File: src/rtl/sfa_pkg.sv
`timescale 1ns/1ps
package sfa_pkg;
  localparam logic [7:0] A1_VAL = 8'hF6;
  localparam logic [7:0] A2_VAL = 8'h28;

  typedef logic [2:0] bit_phase_t;

  // bytes in one frame of an N-column-group signal
  function automatic int unsigned frame_bytes(input int unsigned rows,
                                              input int unsigned cols_sts1,
                                              input int unsigned n);
    return rows * cols_sts1 * n;
  endfunction

  // bit phase advance: restart at a byte boundary, else count up
  function automatic bit_phase_t next_phase(input bit_phase_t ph, input logic restart);
    return restart ? bit_phase_t'(0) : bit_phase_t'(ph + 3'd1);
  endfunction
endpackage

File: src/rtl/sfa_window.sv
`timescale 1ns/1ps
module sfa_window #(
  parameter int unsigned N_A1 = 2,
  parameter int unsigned N_A2 = 1
) (
  input  logic       clk,
  input  logic       rst_n,
  input  logic       ser_in,
  output logic [7:0] last_byte,
  output logic       hit
);
  import sfa_pkg::*;
  localparam int unsigned NB = N_A1 + N_A2;
  localparam int unsigned W  = 8 * NB;

  function automatic logic [W-1:0] build_pattern();
    logic [W-1:0] p;
    p = '0;
    for (int k = 0; k < int'(NB); k++)
      p[W-1-8*k -: 8] = (k < int'(N_A1)) ? A1_VAL : A2_VAL;
    return p;
  endfunction

  localparam logic [W-1:0] PATTERN = build_pattern();

  logic [W-2:0] hist;
  logic [W-1:0] win;

  assign win       = {hist, ser_in};
  assign hit       = (win == PATTERN);
  assign last_byte = win[7:0];

  always_ff @(posedge clk or negedge rst_n) begin
    if (!rst_n) hist <= '0;
    else        hist <= win[W-2:0];
  end
endmodule

File: src/rtl/sfa_phase.sv
`timescale 1ns/1ps
module sfa_phase (
  input  logic clk,
  input  logic rst_n,
  input  logic realign,
  output logic byte_evt,
  output logic byte_clk
);
  import sfa_pkg::*;
  bit_phase_t ph;
  bit_phase_t ph_nx;

  assign byte_evt = (ph == 3'd7) || realign;
  assign ph_nx    = next_phase(ph, byte_evt);

  always_ff @(posedge clk or negedge rst_n) begin
    if (!rst_n) begin
      ph       <= '0;
      byte_clk <= 1'b0;
    end else begin
      ph       <= ph_nx;
      byte_clk <= ph_nx[2];
    end
  end

  // clock low right after a byte update, high from the fifth bit
  a_r4_clk_low_after_byte: assert property (@(posedge clk) disable iff (!rst_n)
    byte_evt |=> !byte_clk);
  a_r4_clk_high_mid_byte: assert property (@(posedge clk) disable iff (!rst_n)
    (ph == 3'd3 && !realign) |=> byte_clk);
  // without realignment the phase steps once per bit
  a_r3_phase_steps: assert property (@(posedge clk) disable iff (!rst_n)
    (!realign && ph != 3'd7) |=> (ph == $past(ph) + 3'd1));
endmodule

File: src/rtl/sfa_sync.sv
`timescale 1ns/1ps
module sfa_sync (
  input  logic clk,
  input  logic rst_n,
  input  logic oof,
  input  logic sts12_sel,
  input  logic hit,
  output logic hunt,
  output logic realign,
  output logic mode_q
);
  logic in_sync;
  logic mode_chg;

  assign mode_chg = (sts12_sel != mode_q);
  assign hunt     = !in_sync || oof || mode_chg;
  assign realign  = hunt && hit && !mode_chg;

  always_ff @(posedge clk or negedge rst_n) begin
    if (!rst_n) begin
      in_sync <= 1'b0;
      mode_q  <= 1'b0;
    end else begin
      mode_q <= sts12_sel;
      if (mode_chg)     in_sync <= 1'b0;
      else if (realign) in_sync <= 1'b1;
      else if (oof)     in_sync <= 1'b0;
    end
  end

  // an out-of-frame request without a fresh match drops the lock
  a_r8_oof_drops_lock: assert property (@(posedge clk) disable iff (!rst_n)
    (oof && !realign) |=> !in_sync);
  // a rate change forces searching and blocks realignment that cycle
  a_r9_mode_change_hunts: assert property (@(posedge clk) disable iff (!rst_n)
    !$stable(sts12_sel) |-> (hunt && !realign));
  // lock is kept whatever the data does
  a_r6_lock_holds: assert property (@(posedge clk) disable iff (!rst_n)
    (in_sync && !oof && $stable(sts12_sel)) |=> in_sync);
endmodule

File: src/rtl/sfa_framectr.sv
`timescale 1ns/1ps
module sfa_framectr #(
  parameter int unsigned FB_HI = 9720,
  parameter int unsigned FB_LO = 2430
) (
  input  logic clk,
  input  logic rst_n,
  input  logic byte_evt,
  input  logic realign,
  input  logic mode_hi,
  output logic frame_start
);
  localparam int unsigned CW = $clog2(FB_HI + 1);

  logic [CW-1:0] fcnt;
  logic [CW-1:0] last;

  assign last        = mode_hi ? CW'(FB_HI - 1) : CW'(FB_LO - 1);
  assign frame_start = (fcnt == '0);

  always_ff @(posedge clk or negedge rst_n) begin
    if (!rst_n)
      fcnt <= '0;
    else if (byte_evt) begin
      if (realign)           fcnt <= CW'(1);
      else if (fcnt >= last) fcnt <= '0;
      else                   fcnt <= fcnt + CW'(1);
    end
  end

  // counter never leaves the longest frame
  a_r5_count_in_range: assert property (@(posedge clk) disable iff (!rst_n)
    fcnt <= CW'(FB_HI - 1));
  // the byte after the matched A2 is position one
  a_r5_realign_restarts: assert property (@(posedge clk) disable iff (!rst_n)
    (byte_evt && realign) |=> (fcnt == CW'(1)));
endmodule

File: src/rtl/sonet_frame_aligner.sv
`timescale 1ns/1ps
module sonet_frame_aligner #(
  parameter int unsigned ROWS      = 9,
  parameter int unsigned COLS_STS1 = 90,
  parameter int unsigned N_HI      = 12,
  parameter int unsigned N_LO      = 3,
  parameter int unsigned MATCH_A1  = 2,
  parameter int unsigned MATCH_A2  = 1
) (
  input  logic       clk,
  input  logic       rst_n,
  input  logic       ser_in,
  input  logic       oof,
  input  logic       sts12_sel,
  output logic       byte_clk,
  output logic [7:0] pout,
  output logic       fp
);
  import sfa_pkg::*;
  localparam int unsigned FB_HI = frame_bytes(ROWS, COLS_STS1, N_HI);
  localparam int unsigned FB_LO = frame_bytes(ROWS, COLS_STS1, N_LO);

  logic [7:0] last_byte;
  logic       hit;
  logic       hunt;
  logic       realign;
  logic       mode_q;
  logic       byte_evt;
  logic       frame_start;

  sfa_window #(.N_A1(MATCH_A1), .N_A2(MATCH_A2)) u_window (
    .clk(clk), .rst_n(rst_n), .ser_in(ser_in),
    .last_byte(last_byte), .hit(hit));

  sfa_sync u_sync (
    .clk(clk), .rst_n(rst_n), .oof(oof), .sts12_sel(sts12_sel), .hit(hit),
    .hunt(hunt), .realign(realign), .mode_q(mode_q));

  sfa_phase u_phase (
    .clk(clk), .rst_n(rst_n), .realign(realign),
    .byte_evt(byte_evt), .byte_clk(byte_clk));

  sfa_framectr #(.FB_HI(FB_HI), .FB_LO(FB_LO)) u_framectr (
    .clk(clk), .rst_n(rst_n), .byte_evt(byte_evt), .realign(realign),
    .mode_hi(mode_q), .frame_start(frame_start));

  always_ff @(posedge clk or negedge rst_n) begin
    if (!rst_n) begin
      pout <= '0;
      fp   <= 1'b0;
    end else if (byte_evt) begin
      pout <= last_byte;
      fp   <= realign || (!hunt && frame_start);
    end
  end

  // a match while searching puts A2 on the output with the pulse
  a_r2_match_marks_a2: assert property (@(posedge clk) disable iff (!rst_n)
    realign |=> (fp && pout == A2_VAL));
  // outputs hold between byte updates
  a_r3_hold_between_bytes: assert property (@(posedge clk) disable iff (!rst_n)
    !byte_evt |=> ($stable(pout) && $stable(fp)));
  // pulse lasts a single byte
  a_r5_single_byte_pulse: assert property (@(posedge clk) disable iff (!rst_n)
    (byte_evt && fp && !realign) |=> !fp);
  // while locked, no pulse off the predicted position
  a_r6_no_pulse_off_count: assert property (@(posedge clk) disable iff (!rst_n)
    (byte_evt && !hunt && !frame_start) |=> !fp);
endmodule

File: config.mk
export PLATFORM = sky130hd
export DESIGN_NAME = sonet_frame_aligner
export DESIGN_NICKNAME = d
export VERILOG_FILES = /design/src/rtl/sfa_pkg.sv /design/src/rtl/sfa_window.sv /design/src/rtl/sfa_phase.sv /design/src/rtl/sfa_sync.sv /design/src/rtl/sfa_framectr.sv /design/src/rtl/sonet_frame_aligner.sv
export SDC_FILE = /design/constraint.sdc
export NUM_CORES = 1
export LEC_CHECK = 0
export CORE_MARGIN = 2
export CORE_UTILIZATION = 45
export CTS_CLUSTER_DIAMETER = 80
export DETAILED_ROUTE_END_ITERATION = 16
export PLACE_DENSITY = 0.68
export SETUP_SLACK_MARGIN = 0.5
export SYNTH_ARGS = -nofsm -noshare
export SYNTH_HDL_FRONTEND = slang
export SYNTH_HIERARCHICAL = 1
export SYNTH_SLANG_ARGS = --single-unit
File: constraint.sdc
create_clock -name clk -period 3.3 [get_ports clk]
set_input_delay 0.66 -clock clk [delete_from_list [all_inputs] [get_ports clk]]
set_output_delay 0.66 -clock clk [all_outputs]
set_load 0.02 [all_outputs]
== Yosys cells after proc, flatten, opt, wreduce, memory -nomap -nowiden ==
Cells that the tools add are included.
Storage, ports and cells
  bits in registers: 52
  bits of input ports: 5
  output and inout bits: 10
  logic and storage cells: 33
Operators by class
  add/sub/neg operators: 2
  magnitude comparators: 1
  equality and inequality tests: 3
  muxes and demuxes: 7
  reduce and logical (&&, ||, !) cells: 12
Operators with widths (count)
  two-way mux 14 bit: 3
  equality test 24 bit, second input constant: 1
  adder 14 x 1 -> 14 bit, second input constant: 1
  greater-or-equal comparator 14 bit: 1
  logical NOT 14 bit: 1
  logical OR 1 bit: 4
  adder 3 x 1 -> 3 bit, second input constant: 1
  equality test 3 bit, second input constant: 1
  logical AND 1 bit: 3
  logical NOT 1 bit: 3
  two-way mux 1 bit: 3
  two-way mux 3 bit: 1
  nonzero test 3 bit: 1
  inequality test 1 bit: 1

== Depth between registers and ports, before layout ==
Gate-level depths: netlist (run 1).
  depth after elaboration: 7
  mapped depth: 10
  depth with buffers taken out: 9

== Modules after synthesis ==
Netlist (run 1), hierarchy kept.
By module, submodules not included
  sfa_framectr: times used 1, cells each 120, area each 1103.6 um^2, sequential area each 350.3 um^2
  sfa_window: times used 1, cells each 40, area each 704.4 um^2, sequential area each 575.6 um^2
  sonet_frame_aligner: times used 1, cells each 22, area each 376.6 um^2, sequential area each 225.2 um^2
  sfa_phase: times used 1, cells each 9, area each 126.4 um^2, sequential area each 75.1 um^2
  sfa_sync: times used 1, cells each 7, area each 85.1 um^2, sequential area each 50.0 um^2

== Least setup slack after synthesis (run 1) ==
Ideal clock, no wire load.
  kind: input -> register
  start point: input port ser_in
  end point: register u_framectr.fcnt[2]
  library setup time: 0.118 ns
  arrival time: 2.135 ns
  data required time: 3.182 ns
  path slack: 1.047 ns
  stages: 9
  buffers on the path: 2
  cell sequence: nor2_1 nand4_1 nor4_2 and3b_1 or2_1 clkbuf_1 buf_2 o21ai_2 a21o_1
Between the ends
  longest elaborated chain between the ends: 4
  elaborated cells on any way between the ends: 5
  those cells by class: 1 x eq/ne; 1 x mux; 3 x reduce/logical
Ends and longest elaborated chain
  from (decl): RTL line sonet_frame_aligner.sv:12  | input logic ser_in,
  equality test 24 bit: RTL line sfa_window.sv:30  | assign hit = (win == PATTERN);
  named net hit: RTL line sonet_frame_aligner.sv:24  | logic hit;
  logical AND 1 bit (2 in a row): RTL line sfa_sync.sv:17  | assign realign = hunt && hit && !mode_chg;
  named net realign: RTL line sonet_frame_aligner.sv:26  | logic realign;
  logical OR 1 bit: RTL line sfa_phase.sv:13  | assign byte_evt = (ph == 3'd7) || realign;
  named net byte_evt: RTL line sonet_frame_aligner.sv:28  | logic byte_evt;
  to (signal assigned): RTL line sfa_framectr.sv:27  | else fcnt <= fcnt + CW'(1);
  to (decl): RTL line sfa_framectr.sv:15  | logic [CW-1:0] fcnt;
The timed path passes the listed nets, and every way through them passes these cells.
A chain may end at the register's enable or synchronous reset.

== Final worst setup path (run 1) ==
  start point: input port ser_in
  end point: register u_framectr.fcnt[2]
Between the ends
  longest elaborated chain between the ends: 4
  elaborated cells on any way between the ends: 5
  those cells by class: 1 x eq/ne; 1 x mux; 3 x reduce/logical
Ends and longest elaborated chain (RTL line)
  equality test 24 bit (*): sfa_window.sv:30
  named net hit: sonet_frame_aligner.sv:24
  logical AND 1 bit (*) (2 in a row): sfa_sync.sv:17
  named net realign: sonet_frame_aligner.sv:26
  two-way mux 14 bit or logical OR 1 bit (tied branches): sfa_framectr.sv:25, sfa_phase.sv:13
The timed path passes the listed nets; every way through them passes the cells marked *.

==> results.cfg, run 1 <==
[run_status]
status = finished clean

[global_routing]
grt_pass1_wl_um = 7370
grt_overflow_total = 0
grt_pass1_vias = 1456
antenna_found_initial = 0
grt_max_degree = 52
grtUsageTotal_pct = 15.6

[die]
die-area_sq_um = 5920
row_count = 26
die_x_um = 77.0
die-height_um = 77.0
start_util_pct = 46.9
core_area_sq_um = 5110
io_pins = 15

[synthesis]
synth.cell_area_sq_um = 2400
ys_seq_elements = 51
yosysWarningCount = 6
synth_cells = 198
synthesis.nets = 213
ys_types = 50
yosys.area.top_type = dfrtp_1
post-synth-top-area-fraction_pct = 53.3
synth_area_leaders = dfrtp_1, ha_1, mux2_4
ys_seq_area_share_pct = 53.3
postSynthAreaPerCell_sq_um = 12.1

[placed_design]
gp_congestion = 0.799
place_ws_ns = 0.497
place_area_sq_um = 2540
dp_hpwl_um = 2930
portBuffers = 14
dpl.cell_count = 271

[worst_setup_path]
cpPeakStageDelay_ns = 0.44
regToRegStartpoint = u_window/hist[6]
reg2reg_depth = 10
crit_family = simple AND/OR/NAND/NOR gates
required_ns = 3.50
critPathKind = in2reg
cp_slowest_cell = clkdlybuf4s50_1
crit_path_start_kind = input pin
crit_buf_inv = 3
crit_chain = clkdlybuf4s50_1 > nor2_1 > nand4_1 > nor4_2 > and3b_1 > inv_1 > o41ai_4 > a211oi_2 > buf_4 > and4b_1 > a21o_1
cp_num_cells = 11
endpoint_kind = flop
cp_max_fo = 11
arrival_ns = 2.68
critPathLaunch = ser_in

[sta]
worst_pin_slew_ns = 1.08
slew_headroom_pct = 28.0
rsz0062_at_grt = false
hold_violations = 0
holdWs_ns = 0.387
slew_violations = 0
fin_crit_sh_pct = 75.1
fin_ws_ns = 0.822
timing.setup.tns_ns = 0
setup_viol = 0
max_freq_mhz = 403
fin_skew_ns = 0.00806
fin_crit_ns = 2.48

[drt]
drtIter0Drc = 92
vias = 1500
post_drt_via_cell_ratio = 5.38
postRouteAntennaNets = 0
dr.pass1.iters = 4
routed_wl_um = 4120
wl_per_cell_um = 14.8
drc = 0

[clock_network]
ctsHoldBuffers = 0
cts_tree = built
htreeDepth = 2
clock_sinks = 51
clk_root_buffer_cell = clkbuf_8
path_clk_slew_ns = 0.10
clock_latency_ns = 0.31
cts.repair.resized = 0
cts_buffers = 5
cts_buffer_depth = 2
post_cts.repair.setup_buffers = 0

[layout]
final_cells = 279
synthToLayoutAreaGrowth_pct = 9.97
insertedDiodeCount = 0
utilization_pct = 51.6
fillers = 470
final_nets = 223
design_area_sq_um = 2640
drive_gt1_share_pct = 15.8

[hold_path]
worstHoldPathType = reg2reg
hold_depth = 0
min_from = u_window/hist[13]

[pwr]
leakage_nw = 1.16
powerDensity_nw_per_um2 = 627
vdd.ir_drop.worst_mv = 0.351
power_mw = 1.65

[flow_run]
drv_cap = 0
==> cell type report <==
cell class              instances  area [sq um]  area share (%)
flip-flops and latches         51          1280            48.4
clock buffers                   5          68.8            2.61
inverters                      14          52.6            1.99
clock inverters                 3          27.5            1.04
well taps                      70          87.6            3.32
multi-input cells             119           965            36.6
repair buffers                 17           158            5.98
==> power by group <==
part	internal [mW]	total, mW	switching, mW
Sequential	0.714	0.847	0.132
Clock	0.156	0.372	0.216
Combinational	0.189	0.433	0.243
Total	1.06	1.65	0.592
==> worst register-to-register path: cells and delay by family (launching register included) <==
| kind | cells | cell delay, ns |
|---|---|---|
| AOI/OAI and AO/OA | 3 | 0.26 |
| buffers and inverters | 2 | 0.28 |
| and+or+nand+nor | 5 | 1.34 |
| DFF | 1 | 0.42 |
==> per-layer routing <==
layer	track usage, %	vias to the layer above	part of all wire [%]
li1	-	737	-
met1	24.1	737	53
met2	20.8	20	43
met3	3.41	6	2.4
met5	0	-	0
met4	7.14	0	1.5
==> placed cells by master, fill, tap and decap left out, types with 2 or more instances in the layout <==
master and count:
nor4_1 2, dfrtp_1 51, mux2i_1 2, o21ai_1 4, nor4_2 2, a21o_1 2, nand4_1 6, nor2b_1 2
nor3_1 3, and4_1 3, ha_1 10, nor2_1 7, nand4b_1 2, inv_1 14, and3_1 2, buf_4 3
nand2b_1 3, nor4b_1 2, nand2_1 5, o22ai_1 4, o21ai_0 7, a31oi_1 2, nor3b_1 3, nand3_1 11
clkbuf_8 5, mux2_4 8, clkdlybuf4s50_1 13, o221ai_1 2, or4_1 2, a21oi_1 4
==> sequential cells by signal, indices dropped and copies added (netlist names) <==
register,cells
u_window/hist,23
u_framectr/fcnt,14
pout,8
u_phase/ph,2
fp,1
u_phase/byte_clk,1
u_sync/in_sync,1
u_sync/mode_q,1
==> worst paths after layout <==
path | endpoint | slack (ns)
min | u_window/hist[14] | 0.39
min in group asynchronous | u_window/hist[18] | 0.55
max reg2reg | u_framectr/fcnt[2] | 0.89
min reg2reg | u_window/hist[14] | 0.39
max | u_framectr/fcnt[2] | 0.82
max in group asynchronous | pout[5] | 2.09
==> synth_stat cells (all sizes together) <==
library cell,n
dfrtp,51
inv,14
buf,12
nand3,12
o21ai,12
ha,10
mux2,8
nor2,7
nand2,6
nand4,6
a21oi,4
nor3b,4
nor4,4
o22ai,4
and4,3
nand2b,3
nand4b,3
nor3,3
a211o,2
a211oi,2
a21o,2
a31oi,2
and3,2
clkbuf,2
mux2i,2
nor2b,2
nor4b,2
o221ai,2
or4,2
and2b,1
and3b,1
and4b,1
nand4bb,1
o21a,1
o31ai,1
o41ai,1
or2,1
or3,1
xnor2,1
==> cells by family (layout without fill, tap and decap cells) <==
kind of cell               after synthesis  count (layout)  share of synthesized area [%]
and+or+nand+nor                         65              65                           18.4
DFF                                     51              51                           53.3
AOI/OAI and AO/OA                       33              33                           10.4
buffers and inverters                   28              39                           6.47
adders and majority gates               10              10                           5.22
muxes                                   10              10                           5.85
xor gates and xnor gates                 1               1                          0.366
No activity file was read; power rests on OpenSTA's default activity.
==> run 2: changes to the inputs <==
--- a/config.mk
+++ b/config.mk
@@ -9,7 +9,7 @@
 export CORE_UTILIZATION = 45
 export CTS_CLUSTER_DIAMETER = 80
 export DETAILED_ROUTE_END_ITERATION = 16
-export PLACE_DENSITY = 0.68
+export PLACE_DENSITY = 0.71
 export SETUP_SLACK_MARGIN = 0.5
 export SYNTH_ARGS = -nofsm -noshare
 export SYNTH_HDL_FRONTEND = slang
==> constraint.sdc (replaced) <==
create_clock -name clk -period 2.1 [get_ports clk]
set_input_delay 0.42 -clock clk [delete_from_list [all_inputs] [get_ports clk]]
set_output_delay 0.42 -clock clk [all_outputs]
set_load 0.02 [all_outputs]
==> run 2 against run 1 <==
Net effect:
- the flow now finishes with violations (negative setup slack)
- critical path depth decreased by 2
- clock power is 60% higher
- sequential share of layout area down 4.7 points
- combinational power rose by 97%
- setup slack got worse by 0.87 ns
- clock skew down 0.0028 ns
- design area grew 11%
- core utilization is 5.6 points higher
- hold slack worse by 0.32 ns
==> results.cfg, run 2 (synthesis results as in run 1) <==
[run_status]
status = complete, but fails checks
violations = negative setup slack

[layout]
drive_gt1_share_pct = 29.1
reg_top3 = u_window/hist (23), u_framectr/fcnt (14), pout (8)
insertedDiodeCount = 0
layout_commonest_cell = dfrtp_1
design_area_sq_um = 2920
final_cells = 304
synthToLayoutAreaGrowth_pct = 21.8
top_register = u_window/hist
largest_reg_flops = 23
final_cell_mix = dfrtp_1, buf_4, inv_1
final_nets = 248
fillers = 426

[pwr]
vdd.ir_drop.worst_mv = 0.391
powerDensity_nw_per_um2 = 942
leakage_nw = 1.36
power_mw = 2.75

[sta]
fin_skew_ns = 0.00522
slew_headroom_pct = 73.5
fin_ws_ns = -0.0514
setup_viol = 16
slew_violations = 0
rsz0062_at_grt = true
fin_crit_ns = 2.15
worst_pin_slew_ns = 0.392
hold_violations = 0
fin_crit_sh_pct = 102
max_freq_mhz = 465

[clock_network]
clk_root_buffer_cell = clkbuf_8
cts_tree = built
clock_sinks = 51
cts_buffer_depth = 2
path_clk_slew_ns = 0.10
cts_buffers = 5
htreeDepth = 2
ctsHoldBuffers = 0
clock_latency_ns = 0.31

[worst_setup_path]
critPathKind = reg2reg
regToRegSetupSlack_ns = -0.05
regToRegStartpoint = u_window/hist[6]
reg2reg_to = u_framectr/fcnt[7]
arrival_ns = 2.39
crit_path_start_kind = flop
endpoint_kind = flop
required_ns = 2.34
reg2reg_depth = 9
cp_max_fo = 10

[global_routing]
grt_overflow_total = 0
grt_pass1_vias = 1528
grt_pass1_wl_um = 7620
grtUsageTotal_pct = 16.4
grt_max_degree = 52
antenna_found_initial = 0

[die]
core_area_sq_um = 5110
die_x_um = 77.0
die-area_sq_um = 5920
row_count = 26
start_util_pct = 46.9
io_pins = 15
die-height_um = 77.0

[drt]
drtIter0Drc = 103
wl_per_cell_um = 15.3
post_drt_via_cell_ratio = 5.38
routed_wl_um = 4650
vias = 1636
postRouteAntennaNets = 0
dr.pass1.iters = 4
drc = 0

[placed_design]
dp_hpwl_um = 3130
place_area_sq_um = 2720
gp_congestion = 0.785
portBuffers = 14
dpl.cell_count = 291

[flow_run]
drv_cap = 0

[hold_path]
worstHoldPathType = in2async
## run 2: where the power goes
group	total, mW	switching [mW]	internal, mW
clock network	0.595	0.350	0.246
logic	0.855	0.468	0.387
registers	1.30	0.176	1.12
total	2.75	0.994	1.76
## run 2: area by class of cell
type                            count  area, sq um  area share (%)
Sequential cell                    51         1280            43.7
Multi-Input combinational cell    119         1020            35.1
Timing Repair Buffer               42          384            13.2
Tap cell                           70         87.6            3.00
Clock buffer                        5         68.8            2.36
Inverter                           14         52.6            1.80
Clock inverter                      3         26.3           0.900
## run 2: stage by stage
| stage | hold slack, ns | setup TNS (ns) | setup slack, ns | utilization (%) |
|---|---|---|---|---|
| 6_report | 0.0678 | -0.477 | -0.0514 | 57.2 |
| 2_1_floorplan | 0.124 | 0 | 0.0755 | - |
| 4_1_cts | 0.0841 | -0.463 | -0.0517 | 55.8 |
| 3_5_place_dp | 0.363 | -5.85 | -0.309 | 53.3 |
| 3_3_place_gp | 0.350 | -5.04 | -0.265 | 53.3 |
| 5_1_grt | 0.0785 | -2.49 | -0.166 | 57.2 |
## run 2: worst max path at each step
stage / from / end / slack [ns] / depth (start not counted)
floorplan: u_window/hist[13] / u_framectr/fcnt[2] / 0.08 / 9
global placement: ser_in / u_framectr/fcnt[3] / -0.26 / 10
detailed placement: ser_in / u_framectr/fcnt[3] / -0.31 / 10
CTS: u_window/hist[13] / u_framectr/fcnt[10] / -0.05 / 10
global route: u_window/hist[11] / u_framectr/fcnt[7] / -0.17 / 9
finish: u_window/hist[6] / u_framectr/fcnt[7] / -0.05 / 9
## run 2: critical path: stages (launching register included)
cell and delay, ns:
dfrtp_1 0.41, nor4b_2 0.30, nand4_1 0.18, nor4_4 0.25, and3b_2 0.25, or2_4 0.18, buf_12 0.15, nor3b_2 0.19
a21oi_1 0.06, o22ai_1 0.10
## run 2: repair_timing
item	in CTS	in global routing
endpoints found under the hold margin	0	0
cloned	1	1
buffers inserted	2	1
resized for setup	18	8
pin swaps	1	2
setup endpoints to repair	36	26
## run 2: per-layer routing
layer  wire length, um  track usage (%)
met1              2330             24.4
met2              2130             23.6
met3               123             3.29
met4                58             6.07
met5                 0                0
==> run 3: changes to the inputs <==
--- a/config.mk
+++ b/config.mk
@@ -5,6 +5,7 @@
 export SDC_FILE = /design/constraint.sdc
 export NUM_CORES = 1
 export LEC_CHECK = 0
+export ABC_CLOCK_PERIOD_IN_PS = 2100
 export CORE_MARGIN = 2
 export CORE_UTILIZATION = 45
 export CTS_CLUSTER_DIAMETER = 80
==> results of run 3 <==
Final layout, timing and power as in run 2 (identical DEF).
